--- config.mk ---
export PLATFORM = sky130hd
export DESIGN_NAME = word_fifo_pair
export DESIGN_NICKNAME = d
export VERILOG_FILES = /design/src/rtl/wfifo_pkg.sv /design/src/rtl/wfifo_store.sv /design/src/rtl/wfifo_ctl_reg.sv /design/src/rtl/word_fifo_pair.sv
export SDC_FILE = /design/constraint.sdc
export NUM_CORES = 1
export LEC_CHECK = 0
export CORE_MARGIN = 4
export CORE_UTILIZATION = 54
export CTS_CLUSTER_SIZE = 16
export DETAILED_ROUTE_END_ITERATION = 12
export DONT_BUFFER_PORTS = 1
export PLACE_DENSITY = 0.7
export SLEW_MARGIN = 15
export SYNTH_ARGS = -nofsm -noshare
export SYNTH_HDL_FRONTEND = slang
export SYNTH_HIERARCHICAL = 1
export SYNTH_SLANG_ARGS = --single-unit
--- constraint.sdc ---
create_clock -name clk -period 7.3 [get_ports clk]
set_input_delay 1.46 -clock clk [delete_from_list [all_inputs] [get_ports clk]]
set_output_delay 1.46 -clock clk [all_outputs]
set_load 0.1 [all_outputs]
--- src/rtl/wfifo_pkg.sv ---
package wfifo_pkg;

    // Bit positions inside the control register that the queues decode
    localparam int unsigned CTL_RX_FLUSH_BIT = 0;
    localparam int unsigned CTL_TX_FLUSH_BIT = 1;
    localparam int unsigned CTL_RX_TRIG_LSB  = 2;

    typedef struct packed {
        logic tx;
        logic rx;
    } flush_req_t;

    // A trigger field value of N means a threshold of N+1 words
    function automatic logic level_met(input int unsigned have,
                                       input int unsigned trig);
        return have >= (trig + 1);
    endfunction

endpackage

--- src/rtl/wfifo_store.sv ---
module wfifo_store #(
    parameter int unsigned W     = 32,
    parameter int unsigned DEPTH = 8,
    parameter int unsigned CNT_W = $clog2(DEPTH + 1)
) (
    input  logic             clk,
    input  logic             rst,
    input  logic             flush,
    input  logic             push,
    input  logic [W-1:0]     wdata,
    input  logic             pop,
    output logic [W-1:0]     rdata,
    output logic [CNT_W-1:0] used
);
    localparam int unsigned PTR_W = (DEPTH > 1) ? $clog2(DEPTH) : 1;
    localparam logic [CNT_W-1:0] FULL_CNT = CNT_W'(DEPTH);
    localparam logic [PTR_W-1:0] LAST_PTR = PTR_W'(DEPTH - 1);

    logic [W-1:0]     mem [DEPTH];
    logic [PTR_W-1:0] wr_ptr, rd_ptr;
    logic             full, empty, push_ok, pop_ok;

    assign full    = (used == FULL_CNT);
    assign empty   = (used == '0);
    assign push_ok = push && !full && !flush;
    assign pop_ok  = pop && !empty && !flush;
    assign rdata   = empty ? '0 : mem[rd_ptr];

    function automatic logic [PTR_W-1:0] bump(input logic [PTR_W-1:0] p);
        return (p == LAST_PTR) ? '0 : p + 1'b1;
    endfunction

    always_ff @(posedge clk) begin
        if (push_ok) begin
            mem[wr_ptr] <= wdata;
        end
    end

    always_ff @(posedge clk) begin
        if (rst || flush) begin
            wr_ptr <= '0;
            rd_ptr <= '0;
            used   <= '0;
        end else begin
            if (push_ok) begin
                wr_ptr <= bump(wr_ptr);
            end
            if (pop_ok) begin
                rd_ptr <= bump(rd_ptr);
            end
            case ({push_ok, pop_ok})
                2'b10:   used <= used + 1'b1;
                2'b01:   used <= used - 1'b1;
                default: used <= used;
            endcase
        end
    end

    // occupancy never exceeds the depth
    assert_used_bounded_R6: assert property (@(posedge clk) disable iff (rst)
        used <= FULL_CNT);

    // occupancy moves by at most one word per cycle unless flushed
    assert_used_step_R6: assert property (@(posedge clk) disable iff (rst)
        !flush |=> (used <= $past(used) + 1'b1) && (used + 1'b1 >= $past(used)));

endmodule

--- src/rtl/wfifo_ctl_reg.sv ---
module wfifo_ctl_reg
    import wfifo_pkg::*;
#(
    parameter int unsigned TRIG_W = 3,
    parameter int unsigned CTL_W  = 2 + 2 * TRIG_W
) (
    input  logic              clk,
    input  logic              rst,
    input  logic              wr_en,
    input  logic [CTL_W-1:0]  wdata,
    output logic [CTL_W-1:0]  ctl_q,
    output flush_req_t        flush,
    output logic [TRIG_W-1:0] tx_trig,
    output logic [TRIG_W-1:0] rx_trig
);
    localparam int unsigned TX_TRIG_LSB = CTL_RX_TRIG_LSB + TRIG_W;

    always_ff @(posedge clk) begin
        if (rst) begin
            ctl_q <= '0;
        end else if (wr_en) begin
            ctl_q <= wdata;
        end else begin
            // flush requests last one cycle, then read back as zero
            ctl_q[CTL_TX_FLUSH_BIT] <= 1'b0;
            ctl_q[CTL_RX_FLUSH_BIT] <= 1'b0;
        end
    end

    assign flush.tx = ctl_q[CTL_TX_FLUSH_BIT];
    assign flush.rx = ctl_q[CTL_RX_FLUSH_BIT];
    assign rx_trig  = ctl_q[CTL_RX_TRIG_LSB +: TRIG_W];
    assign tx_trig  = ctl_q[TX_TRIG_LSB +: TRIG_W];

    // trigger fields hold their value when no write arrives
    assert_trig_hold_R9: assert property (@(posedge clk) disable iff (rst)
        !wr_en |=> $stable(tx_trig) && $stable(rx_trig));

endmodule

--- src/rtl/word_fifo_pair.sv ---
module word_fifo_pair
    import wfifo_pkg::*;
#(
    parameter int unsigned WORD_W = 32,
    parameter int unsigned DEPTH  = 8,
    parameter int unsigned TRIG_W = $clog2(DEPTH),
    parameter int unsigned CNT_W  = $clog2(DEPTH + 1),
    parameter int unsigned CTL_W  = 2 + 2 * TRIG_W,
    parameter int unsigned STAT_W = 2 * CNT_W
) (
    input  logic              clk,
    input  logic              rst,
    input  logic              cfg_wr_en,
    input  logic [CTL_W-1:0]  cfg_wdata,
    output logic [CTL_W-1:0]  cfg_rdata,
    output logic [STAT_W-1:0] fifo_status,
    input  logic              host_tx_wr_en,
    input  logic [WORD_W-1:0] host_tx_wdata,
    input  logic              host_rx_rd_en,
    output logic [WORD_W-1:0] host_rx_rdata,
    input  logic              eng_tx_pop,
    output logic              eng_tx_valid,
    output logic [WORD_W-1:0] eng_tx_data,
    input  logic              eng_rx_push,
    input  logic [WORD_W-1:0] eng_rx_data,
    output logic              eng_rx_ready,
    output logic              tx_data_req,
    output logic              rx_data_req,
    output logic              tx_overflow,
    output logic              rx_underflow
);
    localparam logic [CNT_W-1:0] FULL_CNT = CNT_W'(DEPTH);

    flush_req_t        flush;
    logic [TRIG_W-1:0] tx_trig, rx_trig;
    logic [CNT_W-1:0]  tx_used, rx_used, tx_free;

    wfifo_ctl_reg #(.TRIG_W(TRIG_W), .CTL_W(CTL_W)) u_ctl (
        .clk     (clk),
        .rst     (rst),
        .wr_en   (cfg_wr_en),
        .wdata   (cfg_wdata),
        .ctl_q   (cfg_rdata),
        .flush   (flush),
        .tx_trig (tx_trig),
        .rx_trig (rx_trig)
    );

    wfifo_store #(.W(WORD_W), .DEPTH(DEPTH), .CNT_W(CNT_W)) u_txq (
        .clk   (clk),
        .rst   (rst),
        .flush (flush.tx),
        .push  (host_tx_wr_en),
        .wdata (host_tx_wdata),
        .pop   (eng_tx_pop),
        .rdata (eng_tx_data),
        .used  (tx_used)
    );

    wfifo_store #(.W(WORD_W), .DEPTH(DEPTH), .CNT_W(CNT_W)) u_rxq (
        .clk   (clk),
        .rst   (rst),
        .flush (flush.rx),
        .push  (eng_rx_push),
        .wdata (eng_rx_data),
        .pop   (host_rx_rd_en),
        .rdata (host_rx_rdata),
        .used  (rx_used)
    );

    assign tx_free      = FULL_CNT - tx_used;
    assign fifo_status  = {tx_free, rx_used};
    assign eng_tx_valid = (tx_used != '0);
    assign eng_rx_ready = (rx_used != FULL_CNT);
    assign tx_overflow  = host_tx_wr_en && (tx_used == FULL_CNT);
    assign rx_underflow = host_rx_rd_en && (rx_used == '0);
    assign tx_data_req  = level_met(int'(tx_free), int'(tx_trig));
    assign rx_data_req  = level_met(int'(rx_used), int'(rx_trig));

    // a write into a full transmit queue never raises its occupancy
    assert_tx_drop_R3: assert property (@(posedge clk) disable iff (rst)
        tx_overflow |=> tx_used <= $past(tx_used));

    // an engine push into a full receive queue never raises its occupancy
    assert_rx_drop_R11: assert property (@(posedge clk) disable iff (rst)
        (eng_rx_push && !eng_rx_ready) |=> rx_used <= $past(rx_used));

    // an underflowing read sees a zero word
    assert_rx_zero_R5: assert property (@(posedge clk) disable iff (rst)
        rx_underflow |-> host_rx_rdata == '0);

    // a transmit flush leaves the queue empty and the bit clear
    assert_tx_flush_R7: assert property (@(posedge clk) disable iff (rst)
        (flush.tx && !cfg_wr_en) |=> (tx_used == '0) && !cfg_rdata[CTL_TX_FLUSH_BIT]);

    // a receive flush leaves the queue empty
    assert_rx_flush_R8: assert property (@(posedge clk) disable iff (rst)
        flush.rx |=> rx_used == '0);

endmodule

==> metrics.yaml, run 1 <==
yosysSeqAreaShare: 0.7505
netlist_area_sq_mm: 0.02139
worstRegToRegCells: 12
synth_edf_count: 512
crit_required_ps: 5840
reg2reg_slack_ps: 4050
start_util: 0.5497
p_sw_frac: 0.4021
r2r_end: "u_txq/used[2]"
first_pass_iters: 5
status: "finished, final reports clean"
power.total_w: 0.009709
clk_path_buf_depth: 3
synth_top_area_share: 0.7186
crit_fanout: 34
stdcell_count: 1632
synth.distinct_cells: 37
power.share.clock: 0.270
die_area_sq_mm: 0.04287
vias_per_cell: 5.966
yosysTopAreaCell: "edfxtp_1"
worst_slew_pin_slew_ps: 1160
wl_per_cell_um: 25.24
die_w_um: 207.0
placed_area_sq_mm: 0.02238
syn_avg_cell_area_sq_um: 20.63
area_growth_pct: 12.45
cts-buffers-inserted: 53
gp_congestion: 0.7112
num_rows: 72
fin_area_sq_mm: 0.02406
post_cts_buffers: 0
overflow: 0
drive_above_1_share: 0.3097
grt_max_degree: 48
finClkSkew_ps: 14.10
fin_crit_sh: 0.6621
cp-end-kind: "output pin"
start_kind: "flip-flop"
final.setup.tns_ps: 0
ios: 165
htreeDepth: 2
holdBufCountCts: 0
synth_ff_type: "edfxtp_1"
ant_nets: 0
setup_viol: 0
hp-start: "u_txq/rd_ptr[1]"
hold_violations: 0
fmax_mhz: 206.9
dr.first_iter.drc_count: 785
grt_pass1_wl_um: 63850
port_buffers: 0
coreArea_sq_mm: 0.03892
synth.area.top_cells: "edfxtp_1, mux4_2, mux2i_1, dfxtp_1, nor2_1"
synth.ff_latch_count: 546
cts_tree: "yes"
grt_usage: 0.1942
synth_cells: 1037
final_nets: 1176
dp_hpwl_um: 22690
worstPathArrival_ps: 3370
synth_fp_nets: 1141
power.share.combinational: 0.348
clkSinkCount: 546
pwr-share-seq: 0.382
antenna_found_initial: 0
min_period_ps: 4833
rsz0062_at_grt: "no"
antenna_cells: 0
peakVddDrop_v: 0.0004758
slew_headroom: 0.2257
yosys_warnings: 6
drv_slew: 0
maxCapViolations: 0
hp-class: "reg -> reg"
internal_power_w: 0.005805
placedCellCount: 1535
remaining_drc_errors: 0
clk_pin_slew_ps: 60
async_flop_share: 0
leakagePower_nw: 7.426
die_h_um: 207.0
criticalPathCategory: "reg -> out"
cts_resized: 0
vias: 9737
root_buffer: "clkbuf_16"
crit_path_end: "host_rx_rdata[11]"
clock_latency_ps: 590
worst_hold_slack_ps: 481.5
grt_pass1_vias: 10410
p_sw_w: 0.003904
reg2reg_from: "u_txq/used[0]"
p_per_area_mw_per_mm2: 403.6
drt-total-wl_um: 41200
[cells by family after synthesis]
logic type / after synthesis / share of synthesized area
AOI/OAI and AO/OA: 26 / 0.009474
xor gates and xnor gates: 10 / 0.004094
adders and majority gates: 25 / 0.01462
buffers and inverters: 66 / 0.01439
DFF: 546 / 0.7505
muxes: 204 / 0.1703
and+or+nand+nor: 160 / 0.03667
[per-layer routing]
layer	global-route usage	vias to the layer above	wire (um)
met1	0.2524	5137	16360
met4	0.05404	0	767
met2	0.3286	271	21220
met5	0	-	0
li1	-	4276	-
met3	0.05219	53	2850
[cell usage after synthesis, drive strengths merged, types with 6 or more instances]
| library cell | instances |
|---|---|
| mux2i | 76 |
| mux4 | 128 |
| nor2 | 86 |
| nand2 | 21 |
| nor3 | 12 |
| dfxtp | 34 |
| inv | 11 |
| ha | 25 |
| xor2 | 7 |
| nor3b | 6 |
| edfxtp | 512 |
| or3 | 8 |
| nand2b | 6 |
| clkbuf | 12 |
| a21oi | 14 |
| buf | 43 |
[cell usage in the layout (no fill, tap or decap), types with 20 or more instances in the layout]
cell type,instances
edfxtp_1,512
mux4_2,128
mux2i_1,76
nor2_2,64
clkbuf_16,57
buf_4,33
dfxtp_1,28
ha_1,25
nand2_1,21
nor2_1,20
[worst max-delay path: stages (launching register included)]
cell     delay (ps)
dfxtp_2         920
buf_4           540
mux4_2          310
mux2i_1         120
nor2_2          860
[final cells by class]
cell class	count	area (sq um)
Multi-Input combinational cell	425	5326
Clock inverter	29	250.2
Tap cell	518	648.1
Inverter	11	41.29
Fill cell	2694	14860
Sequential cell	546	16070
Timing Repair Buffer	35	297.8
Clock buffer	68	1425
[state kept, by name, indices dropped and copies added (netlist names), named ones only]
name / count
u_rxq/used: 4
u_txq/rd_ptr: 3
u_rxq/wr_ptr: 3
u_txq/wr_ptr: 3
u_rxq/rd_ptr: 3
u_rxq/mem: 256
u_txq/used: 4
u_txq/mem: 256
u_ctl/ctl_q: 8
[how the worst min path moves through the flow]
stage	end	slack [ps]	cells after the start
global placement	flip-flop	460	2
floorplan	flip-flop	450	2
finish	flip-flop	480	2
CTS	flip-flop	470	2
global route	flip-flop	500	2
detailed placement	flip-flop	460	2
[power groups by stage]
stage	sequential, W	clock, W	combinational [W]
after floorplan	0.00373	0	0.00287
after global placement	0.00378	0	0.00338
after detailed placement	0.00379	0	0.00340
after CTS	0.00372	0.00269	0.00341
after global routing	0.00375	0.00284	0.00350
final	0.00371	0.00262	0.00338
[through the flow]
stage / utilization / setup WS, ps
floorplan: - / 141.0
global placement: 0.5751 / 2993
detailed placement: 0.5751 / 2966
CTS: 0.6182 / 2325
global route: 0.6182 / 2179
finish: 0.6182 / 2467
Note: power is estimated with default switching activity, not from simulation.
==> inputs of run 2 (changes only) <==
Settings changed: PLACE_DENSITY 0.7 to 0.73.
Clock period 7.3 ns to 3.9 ns, I/O delays scaled along.
==> metrics.yaml, run 2 (same netlist as run 1, synthesis figures left out) <==
vias: 10180  # +4.5%
clock_latency_ps: 590  # about the same
power.total_w: 0.01884  # +94%
grt_pass1_wl_um: 65620  # +2.8%
worstRegToRegCells: 10  # -2
mostFrequentLayoutCell: "edfxtp_1"
drt-total-wl_um: 42310  # +2.7%
min_period_ps: 3478
dp_hpwl_um: 23820  # +5.0%
grt_max_degree: 42  # -13%
mostFrequentLayoutCells: "edfxtp_1, mux4_2, buf_4, mux2i_1, nor2_2"
r2r_end: "u_txq/used[2]"
gp_congestion: 0.7390  # +3.9%
largestRegisters: "u_rxq/mem x256, u_txq/mem x256, u_ctl/ctl_q x8"
die_h_um: 207.0  # unchanged
die_area_sq_mm: 0.04287  # unchanged
clk_path_buf_depth: 3  # unchanged
cts_resized: 0  # unchanged
cp-end-kind: "output pin"
start_util: 0.5497  # unchanged
final_nets: 1253  # +6.5%
grt_usage: 0.1975  # +0.003332
holdBufCountCts: 0  # unchanged
crit_path_end: "host_rx_rdata[10]"
drv_slew: 0  # unchanged
first_pass_iters: 4  # -1
root_buffer: "clkbuf_16"
htreeDepth: 2  # unchanged
clk_pin_slew_ps: 60  # about the same
cts_tree: "yes"
worstPathArrival_ps: 2700  # -670 ps
crit_fanout: 28  # -18%
maxCapViolations: 0  # unchanged
status: "finished, final reports clean"
post_cts_buffers: 0  # unchanged
setup_viol: 0  # unchanged
slew_headroom: 0.3544  # +0.1287
port_buffers: 0  # unchanged
crit_required_ps: 3120  # -2720 ps
remaining_drc_errors: 0  # unchanged
peakVddDrop_v: 0.001022  # +110%
antenna_found_initial: 0  # unchanged
drive_above_1_share: 0.3515  # +0.04182
worst_hold_slack_ps: 262.3  # -219.2 ps
wl_per_cell_um: 24.74  # -2.0%
grt_pass1_vias: 10680  # +2.7%
hp-class: "in -> reg"
reg2reg_slack_ps: 1070  # -2980 ps
worst_slew_pin_slew_ps: 967.7  # -192.2 ps
clkSinkCount: 546  # unchanged
fmax_mhz: 287.5
area_growth_pct: 15.81
num_rows: 72  # unchanged
finClkSkew_ps: 16.87  # +2.769 ps
overflow: 0  # unchanged
p_per_area_mw_per_mm2: 760.5  # +88%
criticalPathCategory: "reg -> out"
dr.first_iter.drc_count: 722  # -8.0%
cts-buffers-inserted: 53  # unchanged
placed_area_sq_mm: 0.02311  # +3.3%
fin_area_sq_mm: 0.02478  # +3.0%
leakagePower_nw: 7.832  # +5.5%
reg2reg_from: "u_txq/used[2]"
fin_crit_sh: 0.8917
vias_per_cell: 5.953  # -0.23%
ant_nets: 0  # unchanged
hold_violations: 0  # unchanged
antenna_cells: 0  # unchanged
rsz0062_at_grt: "no"
die_w_um: 207.0  # unchanged
coreArea_sq_mm: 0.03892  # unchanged
start_kind: "flip-flop"
ios: 165  # unchanged
run 2: changes by cell type in the layout (fill, tap and decap cells not counted), sizes merged:
cell	change
buf	+79
clkbuf	-6
clkinv	+3
clkinvlp	+1
inv	+1
run 2: layer usage:
metal,track usage,routed length (um)
met1,0.2614,16900
met5,0,0
met3,0.05174,2851
met2,0.3365,21830
met4,0.04264,727
run 2: area by class of cell:
type,instances,area [sq um]
Clock buffer,64,1368
Clock inverter,34,294.0
Fill cell,2569,14140
Inverter,11,41.29
Multi-Input combinational cell,425,5416
Sequential cell,546,16070
Tap cell,518,648.1
Timing Repair Buffer,112,940.9
run 2: power by group:
part	total, W	leakage (nW)	switching (W)	internal (W)
Combinational	0.00713	2.10	0.00522	0.00191
Sequential	0.00684	4.92	0.000219	0.00662
Clock	0.00487	0.806	0.00210	0.00277
Total	0.0188	7.83	0.00753	0.0113
run 2: critical path, stage by stage, from the launching register on:
cell	delay, ps
dfxtp_4	720
buf_12	290
mux4_2	530
mux2i_1	200
nor2_2	60
buf_4	260
run 2: per-stage QoR:
stage,util,std cells,setup TNS (ps),setup WS [ps]
2_1_floorplan,-,1037,-121360,-865.8
3_3_place_gp,0.5939,1612,0,1009
3_5_place_dp,0.5939,1612,0,990.8
4_1_cts,0.6366,1710,0,347.0
5_1_grt,0.6366,1710,0,221.5
6_report,0.6366,1710,0,422.2
run 2: worst min-delay path by stage:
stage,startpoint,endpoint,slack [ps],cells past startpoint
after global placement,u_rxq/rd_ptr[1],flip-flop,460,2
after floorplan,u_rxq/rd_ptr[1],flip-flop,450,2
after CTS,rst,u_ctl/ctl_q[7],230,1
after global routing,rst,u_ctl/ctl_q[5],230,1
after detailed placement,u_txq/rd_ptr[1],flip-flop,470,2
final,rst,u_ctl/ctl_q[7],260,1
==> inputs of run 3 (changes only) <==
--- a/config.mk
+++ b/config.mk
@@ -7,9 +7,9 @@
 export LEC_CHECK = 0
 export CORE_MARGIN = 4
-export CORE_UTILIZATION = 54
+export CORE_UTILIZATION = 45
 export CTS_CLUSTER_SIZE = 16
 export DETAILED_ROUTE_END_ITERATION = 12
 export DONT_BUFFER_PORTS = 1
-export PLACE_DENSITY = 0.73
+export PLACE_DENSITY = 0.63
 export SLEW_MARGIN = 15
 export SYNTH_ARGS = -nofsm -noshare
==> constraint.sdc (replaced) <==
create_clock -name clk -period 3.9 [get_ports clk]
set_input_delay 0.78 -clock clk [delete_from_list [all_inputs] [get_ports clk]]
set_output_delay 0.78 -clock clk [all_outputs]
set_load 0.005 [all_outputs]
==> metrics.yaml, run 3 (same netlist as run 1, synthesis figures left out) <==
status: "finished, final reports clean"
worst_hold_slack_ps: 261.4  # -0.9020 ps
drt-total-wl_um: 41160  # -2.7%
grtUsageMet2: 0.2739  # -0.06261
worstPathArrival_ps: 2510  # -190 ps
finClkSkew_ps: 25.17  # +8.307 ps
slew_headroom: 0.3441  # -0.01030
die_h_um: 226.0  # +9.2%
slowest_delay_ps: 690  # -30 ps
holdBufCountCts: 0  # unchanged
pwr-share-seq: 0.467  # +0.104
fin_crit_sh: 0.8424  # -0.04935
stdcell_count: 1719  # +0.53%
criticalPathCategory: "reg -> out"
power.share.clock: 0.364  # +0.106
remaining_drc_errors: 0  # unchanged
setup_viol: 0  # unchanged
hp-class: "in -> reg"
overflow: 0  # unchanged
clk_pin_slew_ps: 60  # about the same
regArea_sq_mm: 0.01607  # unchanged
busiest_layer: "met2"
internal_power_w: 0.01103  # -2.4%
rsz0062_at_grt: "no"
clk_path_buf_depth: 3  # unchanged
p_per_area_mw_per_mm2: 609.4  # -20%
multi_input_area_sq_mm: 0.005194  # -4.1%
cp-end-kind: "output pin"
p_sw_frac: 0.2522  # -0.1476
num_rows: 79  # +9.7%
ios: 165  # unchanged
coreArea_sq_mm: 0.04675  # +20%
dp_hpwl_um: 23340  # -2.0%
fmax_mhz: 304.4  # +5.9%
wl_per_cell_um: 23.94  # -3.2%
dr.first_iter.drc_count: 600  # -17%
placedCellCount: 1620  # +0.50%
start_util: 0.4576  # -0.09214
ant_nets: 0  # unchanged
mostFrequentLayoutCell: "edfxtp_1"
mostFrequentLayoutCells: "edfxtp_1, mux4_2, nor2_1, mux2i_1, clkbuf_16"
largestRegisters: "u_rxq/mem x256, u_txq/mem x256, u_ctl/ctl_q x8"
min_period_ps: 3285  # -192.5 ps
crit_required_ps: 3120  # about the same
vias_per_cell: 5.609  # -5.8%
cts_resized: 0  # unchanged
critical_path.top_delay_family: "multiplexers"
port_buffers: 0  # unchanged
power.share.combinational: 0.169  # -0.209
grt_max_degree: 33  # -21%
hold_violations: 0  # unchanged
met3_usage: 0.04862  # -0.003124
worst_slew_pin_slew_ps: 983.9  # +16.18 ps
antenna_found_initial: 0  # unchanged
cts_tree: "yes"
antenna_cells: 0  # unchanged
final_nets: 1172  # -6.5%
use_met1: 0.2055  # -0.05591
area_growth_pct: 13.17
vias: 9642  # -5.3%
crit_fanout: 28  # unchanged
maxCapViolations: 0  # unchanged
slowest_stage: "dfxtp_4"
n_fill_cell: 3613  # +41%
drv_slew: 0  # unchanged
post_cts_buffers: 0  # unchanged
crit_buf_inv: 1  # -1
grt_usage: 0.1621  # -0.03546
clock_latency_ps: 590  # about the same
root_buffer: "clkbuf_16"
first_pass_iters: 4  # unchanged
cts-buffers-inserted: 53  # unchanged
grt_pass1_wl_um: 62890  # -4.2%
die_area_sq_mm: 0.05110  # +19%
p_sw_w: 0.003721  # -51%
start_kind: "flip-flop"
leakagePower_nw: 7.502  # -4.2%
htreeDepth: 2  # unchanged
gp_congestion: 0.7265  # -1.7%
die_w_um: 226.0  # +9.2%
drive_above_1_share: 0.2527  # -0.09881
path_cells: "buf_12 -> mux4_2 -> mux2i_1 -> nor2_1"
grt_pass1_vias: 10330  # -3.3%
clkSinkCount: 546  # unchanged
peakVddDrop_v: 0.0004932  # -52%
[run 3: cell count changes in the layout (fill, tap and decap cells not counted), moves of 4 or more]
| cell | before | now |
|---|---|---|
| buf_4 | 104 | 27 |
| nor2_1 | 20 | 84 |
| nor2_2 | 64 | 0 |
| bufinv_16 | 4 | 10 |
| clkinv_1 | 15 | 9 |
| buf_12 | 8 | 4 |
| clkbuf_1 | 11 | 7 |
| nor3_4 | 4 | 0 |
[run 3: path summary, 6_finish.rpt]
check | start | end | slack [ps] | cells past startpoint
worst min-delay path | rst | u_ctl/ctl_q[5] | 260 | 1
worst max register to register | u_txq/used[0] | u_txq/used[2] | 1130 | 10
worst max-delay path | flip-flop | eng_tx_data[16] | 610 | 4
worst min register to register | u_rxq/rd_ptr[1] | flip-flop | 470 | 2
[run 3: per-layer routing]
metal / vias up / share of wire / wire, um
met3: 62 / 0.072 / 2959
met1: 5083 / 0.41 / 16670
met2: 229 / 0.50 / 20640
li1: 4268 / - / -
met5: - / 0 / 0
met4: 0 / 0.022 / 890
[run 3: through the flow]
step | instance area (sq um) | setup TNS, ps | total power, W | setup WS (ps) | utilization
3_3_place_gp | 22350 | 0 | 0.009549 | 1144 | 0.4779
6_report | 24210 | 0 | 0.01475 | 614.7 | 0.5179
2_1_floorplan | 21430 | -37160 | 0.008870 | -246.9 | -
4_1_cts | 24210 | 0 | 0.01497 | 445.4 | 0.5179
5_1_grt | 24210 | 0 | 0.01545 | 373.1 | 0.5179
3_5_place_dp | 22350 | 0 | 0.009575 | 1094 | 0.4779
[run 3: final cells by class]
| cell class | instances | area share |
|---|---|---|
| Sequential cell | 546 | 0.6636 |
| Multi-Input combinational cell | 425 | 0.2145 |
| Clock buffer | 63 | 0.05803 |
| Tap cell | 607 | 0.03137 |
| Clock inverter | 36 | 0.01907 |
| Timing Repair Buffer | 31 | 0.01168 |
| Inverter | 11 | 0.001705 |
[run 3: power by group through the flow]
| stage | Combinational (W) | Sequential [W] | Clock, W |
|---|---|---|---|
| final | 0.00249 | 0.00689 | 0.00537 |
| after CTS | 0.00255 | 0.00691 | 0.00552 |
| after floorplan | 0.00205 | 0.00682 | 0 |
| after detailed placement | 0.00254 | 0.00703 | 0 |
| after global routing | 0.00274 | 0.00694 | 0.00578 |
| after global placement | 0.00253 | 0.00702 | 0 |
